`config.mk`:
```
export PLATFORM = sky130hd
export DESIGN_NAME = spi_burst_regs
export DESIGN_NICKNAME = d
export VERILOG_FILES = /design/src/rtl/spi_burst_pkg.sv /design/src/rtl/spi_burst_sync.sv /design/src/rtl/spi_burst_step.sv /design/src/rtl/spi_burst_regs.sv
export SDC_FILE = /design/constraint.sdc
export NUM_CORES = 1
export LEC_CHECK = 0
export ABC_AREA = 1
export BUFFER_PORTS_ARGS = -buffer_cell sky130_fd_sc_hd__buf_4
export CAP_MARGIN = 20
export CORE_MARGIN = 5
export CORE_UTILIZATION = 59
export DETAILED_ROUTE_END_ITERATION = 10
export PLACE_DENSITY = 0.93
export SYNTH_ARGS = -nofsm -noshare
export SYNTH_HDL_FRONTEND = slang
export SYNTH_SLANG_ARGS = --single-unit
```
`constraint.sdc`:
```
create_clock -name clk -period 6.2 [get_ports clk]
set_input_delay 0.62 -clock clk [delete_from_list [all_inputs] [get_ports clk]]
set_output_delay 0.62 -clock clk [all_outputs]
set_load 0.01 [all_outputs]
```
`src/rtl/spi_burst_pkg.sv`:
```
package spi_burst_pkg;
  localparam int AW = 7;
  localparam int DW = 16;
  localparam int NPORTS = 12;

  localparam logic [AW-1:0] ADDR_MAX  = 7'h7F;
  localparam logic [AW-1:0] CFG_BASE  = 7'h20;
  localparam logic [AW-1:0] ADC_BASE  = 7'h40;
  localparam logic [AW-1:0] DAC_BASE  = 7'h60;

  localparam logic [1:0] PT_DAC = 2'b01;
  localparam logic [1:0] PT_ADC = 2'b10;

  typedef enum logic [1:0] {ACC_NONE, ACC_RW, ACC_RO} acc_e;

  function automatic logic in_bank(input logic [AW-1:0] a, input logic [AW-1:0] base);
    return (a >= base) && (a < base + AW'(NPORTS));
  endfunction

  function automatic acc_e acc_class(input logic [AW-1:0] a);
    if (a == '0) return ACC_RO;
    if (a[6:4] == 3'h1 || a[6:4] == 3'h7) return ACC_RW;
    if (in_bank(a, CFG_BASE) || in_bank(a, DAC_BASE)) return ACC_RW;
    if (in_bank(a, ADC_BASE)) return ACC_RO;
    return ACC_NONE;
  endfunction
endpackage

```
`src/rtl/spi_burst_sync.sv`:
```
module spi_burst_sync #(
  parameter int W = 1,
  parameter int STAGES = 2,
  parameter logic [W-1:0] RST_VAL = '0
) (
  input  logic         clk,
  input  logic         rst_n,
  input  logic [W-1:0] d,
  output logic [W-1:0] q
);
  logic [W-1:0] stg [STAGES];

  generate
    for (genvar s = 0; s < STAGES; s++) begin : g_stage
      always_ff @(posedge clk or negedge rst_n) begin
        if (!rst_n) stg[s] <= RST_VAL;
        else if (s == 0) stg[s] <= d;
        else stg[s] <= stg[(s == 0) ? 0 : s-1];
      end
    end
  endgenerate

  assign q = stg[STAGES-1];
endmodule

```
`src/rtl/spi_burst_step.sv`:
```
module spi_burst_step
  import spi_burst_pkg::*;
#(
  parameter int NP = NPORTS
) (
  input  logic            clk,
  input  logic            rst_n,
  input  logic [AW-1:0]   cur,
  input  logic            ctx_en,
  input  logic [AW-1:0]   base,
  input  logic [1:0]      want,
  input  logic [2*NP-1:0] ptype,
  output logic [AW-1:0]   nxt
);
  logic [AW-1:0] off, first_a, after_a, nidx;
  logic          found_any, found_aft;
  logic [1:0]    nsel;

  assign off = cur - base;

  always_comb begin
    found_any = 1'b0;
    found_aft = 1'b0;
    first_a   = cur;
    after_a   = cur;
    for (int p = NP-1; p >= 0; p--) begin
      if (ptype[2*p +: 2] == want) begin
        found_any = 1'b1;
        first_a   = base + AW'(p);
        if (AW'(p) > off) begin
          found_aft = 1'b1;
          after_a   = base + AW'(p);
        end
      end
    end
  end

  always_comb begin
    if (ctx_en) nxt = found_aft ? after_a : first_a;
    else        nxt = (cur == ADDR_MAX) ? cur : cur + 1'b1;
  end

  assign nidx = nxt - base;
  assign nsel = 2'(ptype >> (2 * int'(nidx)));


  ctx_target_type_chk: assert property (@(posedge clk) disable iff (!rst_n)
    (ctx_en && found_any) |-> (nidx < AW'(NP)) && (nsel == want));
endmodule

```
`src/rtl/spi_burst_regs.sv`:
```
module spi_burst_regs
  import spi_burst_pkg::*;
#(
  parameter int SYNC_STAGES = 2,
  parameter int NP = NPORTS
) (
  input  logic            clk,
  input  logic            rst_n,
  input  logic            sclk,
  input  logic            cs_n,
  input  logic            din,
  output logic            dout,
  input  logic            ctx_mode,
  input  logic [2*NP-1:0] port_type,
  output logic [AW-1:0]   reg_addr,
  output logic [DW-1:0]   reg_wdata,
  output logic            reg_wr,
  input  logic [DW-1:0]   reg_rdata
);
  localparam int CW = $clog2(DW);

  logic [2:0] s_q;
  logic       cs_act, sclk_s, din_s, sclk_d, sclk_rise, sclk_fall;

  spi_burst_sync #(.W(3), .STAGES(SYNC_STAGES), .RST_VAL(3'b100)) u_sync (
    .clk(clk), .rst_n(rst_n), .d({cs_n, sclk, din}), .q(s_q)
  );

  assign cs_act = ~s_q[2];
  assign sclk_s = s_q[1];
  assign din_s  = s_q[0];

  always_ff @(posedge clk or negedge rst_n) begin
    if (!rst_n) sclk_d <= 1'b0;
    else        sclk_d <= sclk_s;
  end

  assign sclk_rise = cs_act & sclk_s & ~sclk_d;
  assign sclk_fall = cs_act & ~sclk_s & sclk_d;

  logic          in_data, rnw_q, ctx_q, adv_q, wr_q;
  logic [CW-1:0] cnt;
  logic [DW-1:0] rx_sh, tx_sh, wdata_q;
  logic [AW-1:0] ptr, step_nxt, ctx_base;
  logic [DW-1:0] rx_next, rd_val;
  logic [1:0]    want;

  assign rx_next  = {rx_sh[DW-2:0], din_s};
  assign ctx_base = rnw_q ? ADC_BASE : DAC_BASE;
  assign want     = rnw_q ? PT_ADC : PT_DAC;
  assign rd_val   = (acc_class(ptr) == ACC_NONE) ? '0 : reg_rdata;

  spi_burst_step #(.NP(NP)) u_step (
    .clk(clk), .rst_n(rst_n), .cur(ptr), .ctx_en(ctx_q), .base(ctx_base),
    .want(want), .ptype(port_type), .nxt(step_nxt)
  );

  always_ff @(posedge clk or negedge rst_n) begin
    if (!rst_n) begin
      in_data <= 1'b0;
      cnt     <= '0;
      rx_sh   <= '0;
      tx_sh   <= '0;
      rnw_q   <= 1'b0;
      ctx_q   <= 1'b0;
      ptr     <= '0;
      adv_q   <= 1'b0;
      wr_q    <= 1'b0;
      wdata_q <= '0;
    end else begin
      wr_q <= 1'b0;
      if (adv_q) begin
        ptr   <= step_nxt;
        adv_q <= 1'b0;
      end
      if (!cs_act) begin
        in_data <= 1'b0;
        cnt     <= '0;
        tx_sh   <= '0;
      end else begin
        if (sclk_rise) begin
          rx_sh <= rx_next;
          if (!in_data) begin
            if (cnt == CW'(7)) begin
              ptr     <= rx_next[7:1];
              rnw_q   <= rx_next[0];
              ctx_q   <= ctx_mode & (rx_next[0] ? in_bank(rx_next[7:1], ADC_BASE)
                                                : in_bank(rx_next[7:1], DAC_BASE));
              in_data <= 1'b1;
              cnt     <= '0;
            end else begin
              cnt <= cnt + 1'b1;
            end
          end else begin
            cnt <= cnt + 1'b1;
            if (cnt == CW'(DW-1)) begin
              adv_q   <= 1'b1;
              wr_q    <= ~rnw_q & (acc_class(ptr) == ACC_RW);
              wdata_q <= rx_next;
            end
          end
        end
        if (sclk_fall && in_data) begin
          if (cnt == '0) tx_sh <= rnw_q ? rd_val : '0;
          else           tx_sh <= {tx_sh[DW-2:0], 1'b0};
        end
      end
    end
  end

  assign dout      = cs_act & tx_sh[DW-1];
  assign reg_addr  = ptr;
  assign reg_wdata = wdata_q;
  assign reg_wr    = wr_q;


  wr_after_edge_chk: assert property (@(posedge clk) disable iff (!rst_n)
    reg_wr |-> $past(sclk_rise));

  wr_legal_chk: assert property (@(posedge clk) disable iff (!rst_n)
    reg_wr |-> (acc_class(reg_addr) == ACC_RW));

  lin_step_chk: assert property (@(posedge clk) disable iff (!rst_n)
    (adv_q && !ctx_q && ptr != ADDR_MAX) |=> (reg_addr == $past(reg_addr) + 7'd1));

  lin_hold_chk: assert property (@(posedge clk) disable iff (!rst_n)
    (adv_q && !ctx_q && ptr == ADDR_MAX) |=> (reg_addr == ADDR_MAX));
endmodule

```
==> run_results.csv <==
group,metric,value,unit
power,leakage,0.00248,uW
setup_path,crit_slowest_cell,"dfrtp_1",
synth,synth_seq_cells,70,
grt,overflow,0,
clock_network,clk_pin_slew_worst_paths,0.08,ns
floorplan,pin_count,71,
synth,synthMuxAreaShare,0,%
finish,fin_util,71.6,%
setup_path,crit_type,"flip-flop to flip-flop",
place,gp_congestion,0.908,
finish,area_delta_synth_final,17.4,%
synth,synth_fa_ha_area_share,2.10,%
timing,max_freq,366,MHz
clock_network,cts_tree,"done",
floorplan,die_y,94.1,um
synth,synth_xor_area_share,0.840,%
timing,setup_tns,0,ns
detailed_routing,wl,10.6,mm
timing,fin_crit,2.73,ns
synth,netlist_instances,571,
setup_path,arrival,3.01,ns
floorplan,initial_core_util,61.0,%
setup_path,r2r-start,"rnw_q",
grt,antenna_found_initial,0,
worst_hold_path,hp-start,"u_sync.stg[5]",
setup_path,worstRegToRegCells,17,
synth,yosysTopAreaCell,"dfrtp_1",
clock_network,numCtsBuffers,9,
power,powerDensity,186,nW/um^2
synth,yosys.area.top_type_share,40.8,%
setup_path,endpoint_kind,"flip-flop",
synth,synth_nets,624,
finish,nNetsFinal,687,
synth,synth_enable_flop_cells,0,
timing,setup_viol,0,
floorplan,dieWidth,94.1,um
timing,slew_violations,0,
synth,synth_top_family_by_area,"simple AND/OR/NAND/NOR gates",
synth,synth_compound_area_share,17.5,%
synth,synth_cell_type_count,41,
setup_path,crit_chain,"inv_4 -> ha_1 -> nand2_1 -> inv_2 -> nand2_2 -> inv_2 -> nand2_1 -> nor2_2 -> a21oi_4 -> nand2_2 -> nor2_4 -> nand2_2 -> nor2_4 -> nand3_1 -> nand3_1 -> nand2_1 -> a21oi_2",
place,dpl_cell_area,4720,sq um
place,place_hpwl,7.74,mm
setup_path,rrSetupSlack,3.47,ns
place,portBuffers,70,
clock_network,clockBufferDepth,2,
timing,slew_headroom,43.6,%
floorplan,core,6830,sq um
synth,ys.flop_type,"dfrtp_1",
timing,fin_crit_sh,44.1,%
finish,final_cell_area,4890,sq um
timing,holdWs,0.364,ns
power,p_total,910,uW
setup_path,cpPeakStageDelay,0.64,ns
detailed_routing,drtIter0Drc,383,
synth,yosys-top-cells-area,"dfrtp_1, nand2_1, inv_1, o21ai_0, nand3_1",
synth,synth_warnings,0,
synth,yosysSeqAreaShare,42.1,%
finish,fill_cells,526,
floorplan,fp-row-count,30,
synth,synth_area,4170,sq um
synth,yosys.area_share.simple,25.6,%
grt,track_usage,25.5,%
floorplan,die-area,8850,sq um
setup_path,r2r-end,"reg_addr[2]",
power,vdd_drop_max,0.247,mV
detailed_routing,drc,0,
finish,drive_gt1_share,18.3,%
clock_network,ctsHoldBuffers,0,
clock_network,htreeDepth,3,
detailed_routing,vias_per_cell,5.50,
flow_run,cap_violations,0,
detailed_routing,drt_pass1_iterations,7,
clock_network,root_buffer,"clkbuf_8",
clock_network,cts_repair_resize_count,0,
synth,async_flop_share,100,%
worst_hold_path,holdPathStages,0,
detailed_routing,via_count,4042,
timing,worst_slew_pin_slew,0.843,ns
setup_path,cp_max_fo,20,
clock_network,post-cts-setup-buffer-count,0,
synth,syn_avg_cell_area,7.30,sq um
timing,finalClockSkew,0.0167,ns
clock_network,cts.sinks,70,
timing,rsz0062_at_grt,"false",
grt,grt_pass1_wl,17.9,mm
timing,hold_violations,0,
detailed_routing,ant_nets,0,
worst_hold_path,hold_end,"u_sync.q[2]",
setup_path,start_kind,"flip-flop",
setup_path,crit_required,6.47,ns
grt,first_global_vias,3894,
detailed_routing,wl_per_cell,14.4,um
finish,diodes,0,
clock_network,clk_latency,0.36,ns
grt,grt_max_degree,71,
worst_hold_path,hold_class,"flip-flop to flip-flop",
run_status,status,"complete, no violations",
==> metal layers <==
metal	routed length, um	track usage, %
met4	277	10.1
met5	0	0
met1	4410	32.1
met2	5260	43.4
met3	654	4.33
==> kinds of logic (layout without fill, tap and decap cells) <==
group           after synthesis  count (layout)
flops                        70              70
simple gates                238             238
buf+inv                     123             191
xor+xnor                      4               4
fa+ha+maj                     7               7
compound gates              129             129
==> worst max path at each step <==
stage	cells past startpoint	start	end	slack, ns
2_1_floorplan	17	reg_addr[5]	reg_addr[1]	3.95
3_3_place_gp	14	rnw_q	reg_addr[3]	3.54
3_5_place_dp	14	rnw_q	reg_addr[3]	3.47
4_1_cts	14	rnw_q	reg_addr[3]	3.43
5_1_grt	17	rnw_q	reg_addr[0]	3.19
6_report	17	rnw_q	reg_addr[2]	3.47
==> layout by cell type (no fill, tap or decap), types with 2 or more instances in the layout <==
cell,count
nand2_1,121
inv_1,93
buf_4,71
o21ai_0,68
dfrtp_1,68
nand3_1,49
nor2_1,43
o22ai_1,17
a21oi_1,13
o21ai_1,12
clkbuf_8,10
inv_2,8
ha_1,7
nand2_2,5
nand4_1,5
xor2_1,4
nor3_1,4
o211ai_1,3
a21oi_2,3
clkinv_1,2
o21ai_2,2
a21o_1,2
a22oi_1,2
o31ai_1,2
nand2_4,2
nor2_2,2
nor2_4,2
nand3b_1,2
clkinv_2,2
clkinv_4,2
dfstp_2,2
==> power by group <==
part | internal (uW) | switching, uW | total (uW) | leakage, uW
logic | 36.5 | 59.3 | 95.8 | 0.00148
clock network | 156 | 171 | 327 | 0.0000893
registers | 473 | 14.0 | 487 | 0.000911
==> area by class of cell <==
type,instances,area [sq um],share of cell area (%)
repair buffers,71,533,10.9
clock inverters,5,35.0,0.716
inverters,104,393,8.03
clock buffers,11,141,2.89
well taps,96,120,2.45
flip-flops and latches,70,1750,35.8
multi-input cells,378,1920,39.2
==> flip-flops by register name (all words and copies together), names as in the netlist <==
register    cells
in_data         1
u_sync.q        3
rnw_q           1
tx_sh          16
rx_sh          15
reg_wr          1
reg_wdata      16
u_sync.stg      3
adv_q           1
ctx_q           1
sclk_d          1
reg_addr        7
cnt             4
==> synthesized netlist by cell type (all sizes together), types with 3 or more instances <==
master and number:
o22ai 17, a21oi 17, ha 7, o211ai 3, nor3 4, buf 8, nor2 48, nand2 128
nand4 5, inv 102, nand3 50, dfrtp 68, o21ai 82, clkbuf 11, xor2 4
==> per-stage QoR <==
| stage | setup WS [ns] | std cells |
|---|---|---|
| after global routing | 3.19 | 735 |
| final | 3.47 | 735 |
| after global placement | 3.54 | 719 |
| after CTS | 3.43 | 735 |
| after detailed placement | 3.47 | 719 |
| after floorplan | 3.95 | 571 |
==> critical path: cells and delay by family (launching register included) <==
kind | cells | cell delay, ns
buffers and inverters | 3 | 0.30
adders and majority gates | 1 | 0.36
AOI/OAI and AO/OA | 2 | 0.30
DFF | 1 | 0.64
and+or+nand+nor | 11 | 1.06
Power figures use the tool's default switching activity.
